===== config.mk =====
export PLATFORM = sky130hd
export DESIGN_NAME = bankreg_stack_top
export DESIGN_NICKNAME = d
export VERILOG_FILES = /design/src/rtl/bankreg_pkg.sv /design/src/rtl/bankreg_ram.sv /design/src/rtl/bankreg_sp.sv /design/src/rtl/bankreg_status.sv /design/src/rtl/bankreg_stack_top.sv
export SDC_FILE = /design/constraint.sdc
export NUM_CORES = 2
export LEC_CHECK = 0
export BUFFER_PORTS_ARGS = -buffer_cell sky130_fd_sc_hd__buf_2
export CORE_UTILIZATION = 65
export DETAILED_ROUTE_END_ITERATION = 16
export PLACE_DENSITY = 0.79
export SYNTH_ARGS = -nofsm -noshare
export SYNTH_HDL_FRONTEND = slang
export SYNTH_HIERARCHICAL = 1
export SYNTH_SLANG_ARGS = --single-unit

===== constraint.sdc =====
create_clock -name clk -period 9 [get_ports clk]
set_input_delay 1.35 -clock clk [delete_from_list [all_inputs] [get_ports clk]]
set_output_delay 1.35 -clock clk [all_outputs]
set_load 0.02 [all_outputs]

===== src/rtl/bankreg_pkg.sv =====
package bankreg_pkg;
  parameter int DW        = 8;
  parameter int DEPTH     = 128;
  parameter int NREG      = 8;
  parameter int NBANK     = 4;
  parameter int AW        = $clog2(DEPTH);
  parameter int RW        = $clog2(NREG);
  parameter int BW        = $clog2(NBANK);
  parameter int BANK_LSB  = 3;
  parameter logic [DW-1:0] SP_RESET = 8'h07;
  typedef logic [DW-1:0] byte_t;
endpackage


===== src/rtl/bankreg_ram.sv =====
module bankreg_ram
  import bankreg_pkg::*;
#(
  parameter int NRD = 3
) (
  input  logic  clk,
  input  logic  rst_n,
  input  logic  we,
  input  byte_t waddr,
  input  byte_t wdata,
  input  byte_t raddr [NRD],
  output byte_t rdata [NRD]
);
  byte_t mem [DEPTH];

  always_ff @(posedge clk) begin
    if (!rst_n) begin
      for (int i = 0; i < DEPTH; i++) mem[i] <= '0;
    end else if (we && (int'(waddr) < DEPTH)) begin
      mem[waddr[AW-1:0]] <= wdata;
    end
  end

  for (genvar g = 0; g < NRD; g++) begin : g_rd
    assign rdata[g] = (int'(raddr[g]) < DEPTH) ? mem[raddr[g][AW-1:0]] : '0;
    // Reads beyond the array must return zero
    always_comb begin
      if (rst_n && int'(raddr[g]) >= DEPTH)
        p_oor_zero_r8: assert (rdata[g] == '0);
    end
  end
endmodule


===== src/rtl/bankreg_sp.sv =====
module bankreg_sp
  import bankreg_pkg::*;
(
  input  logic  clk,
  input  logic  rst_n,
  input  logic  load,
  input  byte_t load_val,
  input  logic  inc,
  input  logic  dec,
  output byte_t sp
);
  always_ff @(posedge clk) begin
    if (!rst_n)    sp <= SP_RESET;
    else if (load) sp <= load_val;
    else if (inc)  sp <= sp + 1'b1;
    else if (dec)  sp <= sp - 1'b1;
  end

  p_push_step_r4: assert property (@(posedge clk) disable iff (!rst_n)
    (inc && !load) |=> sp == $past(sp) + 8'd1);
  p_pop_step_r4: assert property (@(posedge clk) disable iff (!rst_n)
    (dec && !inc && !load) |=> sp == $past(sp) - 8'd1);
  p_load_r5: assert property (@(posedge clk) disable iff (!rst_n)
    load |=> sp == $past(load_val));
endmodule


===== src/rtl/bankreg_status.sv =====
module bankreg_status
  import bankreg_pkg::*;
(
  input  logic        clk,
  input  logic        rst_n,
  input  logic        wr_en,
  input  byte_t       wdata,
  input  byte_t       acc,
  output byte_t       psw,
  output logic [BW-1:0] bank
);
  logic [DW-1:1] flags;

  always_ff @(posedge clk) begin
    if (!rst_n)     flags <= '0;
    else if (wr_en) flags <= wdata[DW-1:1];
  end

  assign psw  = {flags, ^acc};
  assign bank = flags[BANK_LSB+BW-1:BANK_LSB];

  p_hold_r7: assert property (@(posedge clk) disable iff (!rst_n)
    !wr_en |=> $stable(psw[DW-1:1]));
  p_store_r7: assert property (@(posedge clk) disable iff (!rst_n)
    wr_en |=> psw[DW-1:1] == $past(wdata[DW-1:1]));
endmodule


===== src/rtl/bankreg_stack_top.sv =====
module bankreg_stack_top
  import bankreg_pkg::*;
(
  input  logic       clk,
  input  logic       rst_n,
  input  logic [7:0] acc_i,
  input  logic       psw_wr_en,
  input  logic [7:0] psw_wdata,
  output logic [7:0] psw_o,
  input  logic       sp_wr_en,
  input  logic [7:0] sp_wdata,
  output logic [7:0] sp_o,
  input  logic       mem_wr_en,
  input  logic [7:0] mem_addr,
  input  logic [7:0] mem_wdata,
  output logic [7:0] mem_rdata,
  input  logic       reg_wr_en,
  input  logic [2:0] reg_idx,
  input  logic [7:0] reg_wdata,
  output logic [7:0] reg_rdata,
  input  logic       push_valid,
  output logic       push_ready,
  input  logic [7:0] push_data,
  output logic       pop_valid,
  input  logic       pop_ready,
  output logic [7:0] pop_data
);
  localparam int NRD = 3;

  logic [BW-1:0] bank;
  byte_t sp, sp_next_up, reg_addr;
  logic  push_fire, pop_fire;
  logic  we;
  byte_t waddr, wdata;
  byte_t raddr [NRD];
  byte_t rdata [NRD];

  bankreg_status u_status (
    .clk(clk), .rst_n(rst_n), .wr_en(psw_wr_en), .wdata(psw_wdata),
    .acc(acc_i), .psw(psw_o), .bank(bank)
  );

  assign push_ready = !sp_wr_en;
  assign pop_valid  = !sp_wr_en && !push_valid;
  assign push_fire  = push_valid && push_ready;
  assign pop_fire   = pop_valid && pop_ready;

  bankreg_sp u_sp (
    .clk(clk), .rst_n(rst_n), .load(sp_wr_en), .load_val(sp_wdata),
    .inc(push_fire), .dec(pop_fire), .sp(sp)
  );

  assign sp_o       = sp;
  assign sp_next_up = sp + 1'b1;
  assign reg_addr   = byte_t'({bank, reg_idx[RW-1:0]});

  // One write port: stack beats byte port beats register port
  always_comb begin
    we    = 1'b0;
    waddr = '0;
    wdata = '0;
    if (push_fire) begin
      we = 1'b1; waddr = sp_next_up; wdata = push_data;
    end else if (mem_wr_en) begin
      we = 1'b1; waddr = mem_addr;   wdata = mem_wdata;
    end else if (reg_wr_en) begin
      we = 1'b1; waddr = reg_addr;   wdata = reg_wdata;
    end
  end

  assign raddr[0] = mem_addr;
  assign raddr[1] = reg_addr;
  assign raddr[2] = sp;
  assign mem_rdata = rdata[0];
  assign reg_rdata = rdata[1];
  assign pop_data  = rdata[2];

  bankreg_ram #(.NRD(NRD)) u_ram (
    .clk(clk), .rst_n(rst_n), .we(we), .waddr(waddr), .wdata(wdata),
    .raddr(raddr), .rdata(rdata)
  );

  p_no_push_pop_r9: assert property (@(posedge clk) disable iff (!rst_n)
    !(push_fire && pop_fire));
  p_pushed_top_r4: assert property (@(posedge clk) disable iff (!rst_n)
    (push_fire && int'(sp_next_up) < DEPTH) |=> pop_data == $past(push_data));
  p_load_blocks_r5: assert property (@(posedge clk) disable iff (!rst_n)
    sp_wr_en |-> (!push_ready && !pop_valid));
endmodule


==> results.ini <==
[cells_and_area]
register_area_sq_um = 31060
drive_gt1_share_pct = 17.24
n_antenna_cell = 0
area_growth_pct = 7.612
fillCellCount = 6786
multi_input_area_sq_um = 32900
design_area_sq_um = 71210
post-route-util_pct = 70.91
fin_cells = 6520
layout.nets = 5144

[critical_path]
path_class = input port to primary output
cp-start-kind = input port
r2r-end = u_ram/mem[93][0]$_SDFFCE_PN0P_
arrival_ps = 5540
timing.reg2reg.setup_slack_ps = 3790
path_max_fanout = 71
r2r-start = u_sp/sp[0]$_SDFFE_PN1P_
worstPathRequired_ps = 7650
reg2reg_depth = 7
critPathCaptureType = primary output

[clocking]
cts_setup_buffers = 0
cts-root-buf = clkbuf_16
clock-sinks = 1039
htreeDepth = 3
clk_transition_reported_paths_ps = 60
cts_tree = yes
cts_resized = 0
cts_buffer_depth = 3
cts_hold_repair.buffers = 0
cts_inserted_buffers = 112
clk_latency_ps = 730

[route]
ant_nets = 0
via_per_inst = 7.667
drt_wl_total_um = 232700
drt-initial-drc-count = 8725
vias = 49990
drt-pass1-iter-count = 8
wl_per_cell_um = 35.69
drc = 0

[worst_hold_path]
hold_path_class = flop to flop
min_path_cells = 2
min_from = u_status/flags[1]$_SDFFE_PN0P_
min_to = u_status/flags[1]$_SDFFE_PN0P_

[sta]
holdWs_ps = 513.1
finalCritPeriodShare_pct = 76.54
setup_viol = 0
tns_ps = 0
layout_min_cycle_time_ps = 6888
rsz0062_at_grt = no
drv_slew = 50
fmax_ghz = 0.1452
tightest_slew_ps = 1511
clock_skew_ps = 21.29
hold_viol_final = 0
slew_headroom_pct = -0.9730

[floorplanning]
io_pins = 109
die_h_um = 321.1
core_sq_um = 100400
rows = 116
die_area_sq_um = 103100
initial_core_util_pct = 65.89
die_x_um = 321.1

[synthesis]
synth.most_common_cell = and2_1
synth_area_leader_cell = edfxtp_1
syn_area_sq_um = 66180
synth.top_cells.by_count = and2_1, edfxtp_1, mux2i_1, mux4_2, clkbuf_1
synthCells = 5190
async_flop_share_pct = 0
yosys-top-cells-area = edfxtp_1, mux4_2, mux2i_1
yosysTopAreaCellShare_pct = 46.47
synth-seq-cells = 1039
yosysSeqAreaShare_pct = 46.92
syn_area_per_cell_sq_um = 12.75
ys_types = 62
ys.warnings.count = 6
synthFlopType = edfxtp_1
synth_edf_count = 1024

[placed_design]
dp_cells = 6312
placed_cell_area_sq_um = 67370
gp_congestion = 1.063
dp_hpwl_um = 151400
port_buffers = 107

[pwr]
p_per_area_nw_per_um2 = 179.7
peakVddDrop_mv = 0.1641
leakagePower_uw = 0.02726

[outcome]
status = finished, violations left
violations = capacitance limit, slew limit

[grt]
grt_max_degree = 150
grt_pass1_vias = 47510
antenna_found_initial = 3
grt_pass1_wl_um = 331800
grt_overflow = 0
grt_usage_pct = 44.92

[job]
max_cap_violations = 1

routing by layer:
layer / wire length (um) / up-vias / GRT usage (%) / share of wire, %
met5: 0 / - / 0 / 0
met4: 16610 / 0 / 24.76 / 7.1
met3: 41130 / 986 / 18.34 / 18
met2: 98480 / 4780 / 64.67 / 42
met1: 76460 / 24310 / 57.91 / 33
li1: - / 19920 / - / -
kinds of logic after synthesis:
logic type | count (synthesis) | share of synthesized area [%]
flip-flops | 1039 | 46.92
AND/OR/NAND/NOR | 1574 | 13.61
multiplexers | 1206 | 26.39
XOR/XNOR | 15 | 0.1985
AO/OA/AOI/OAI | 856 | 8.998
buffers and inverters | 491 | 3.713
adder cells (fa/ha/maj) | 8 | 0.1626
other | 1 | 0.005667
registers in the layout (all words and copies together), names as in the netlist:
name and count:
u_sp/sp 8, u_status/flags 7, u_ram/mem 1024
cell usage in the layout, fill, tap and decap left out, types with 13 or more instances in the layout:
master	instances
buf_4	130
o211ai_1	15
clkinv_2	15
a22oi_1	250
a22o_1	104
nand2b_1	15
nand3_1	73
nor2_4	13
a21oi_1	97
nor3_1	31
and3_1	27
nand2_1	127
mux4_2	431
and2_1	1029
a221oi_1	59
nor2b_1	28
clkbuf_16	112
o21ai_1	55
buf_2	101
nor4_1	13
clkbuf_1	18
a211oi_1	15
o21ai_0	95
o22ai_1	58
nor2_1	159
mux2i_1	775
edfxtp_1	1024
clkinv_1	30
bufinv_16	20
a31oi_1	68
a41o_1	13
power by group:
group | switching [uW] | internal (uW)
clock | 2060 | 2860
sequential | 203 | 5510
combinational | 1390 | 772
worst max-delay path by stage:
stage / start / to / slack, ps / cells after the start
2_1_floorplan: mem_addr[0] / mem_rdata[4] / 4510 / 8
3_3_place_gp: mem_addr[0] / mem_rdata[5] / 2570 / 9
3_5_place_dp: mem_addr[0] / mem_rdata[5] / 2510 / 9
4_1_cts: mem_addr[0] / mem_rdata[5] / 2490 / 9
5_1_grt: mem_addr[0] / mem_rdata[5] / 2170 / 9
6_report: mem_addr[0] / mem_rdata[4] / 2110 / 8
layout make-up:
cell class,count,area share (%)
Inverter,5,0.02635
Clock buffer,130,4.030
Sequential cell,1039,43.61
Multi-Input combinational cell,3668,46.20
Timing Repair Buffer,243,2.384
Clock inverter,78,1.362
Tap cell,1357,2.384
worst max-delay path: stages:
cell	delay, ps
buf_8	540
buf_12	530
mux4_2	610
mux2i_1	740
o22ai_1	150
nor4_1	810
a21oi_1	330
buf_2	250
metrics by stage:
step,setup WS [ps],power (uW)
floorplan,4513,7094
detailed placement,2514,7825
finish,2112,12790
global placement,2566,7773
global route,2173,12990
CTS,2494,12630
Note: power is estimated with default switching activity, not from simulation.
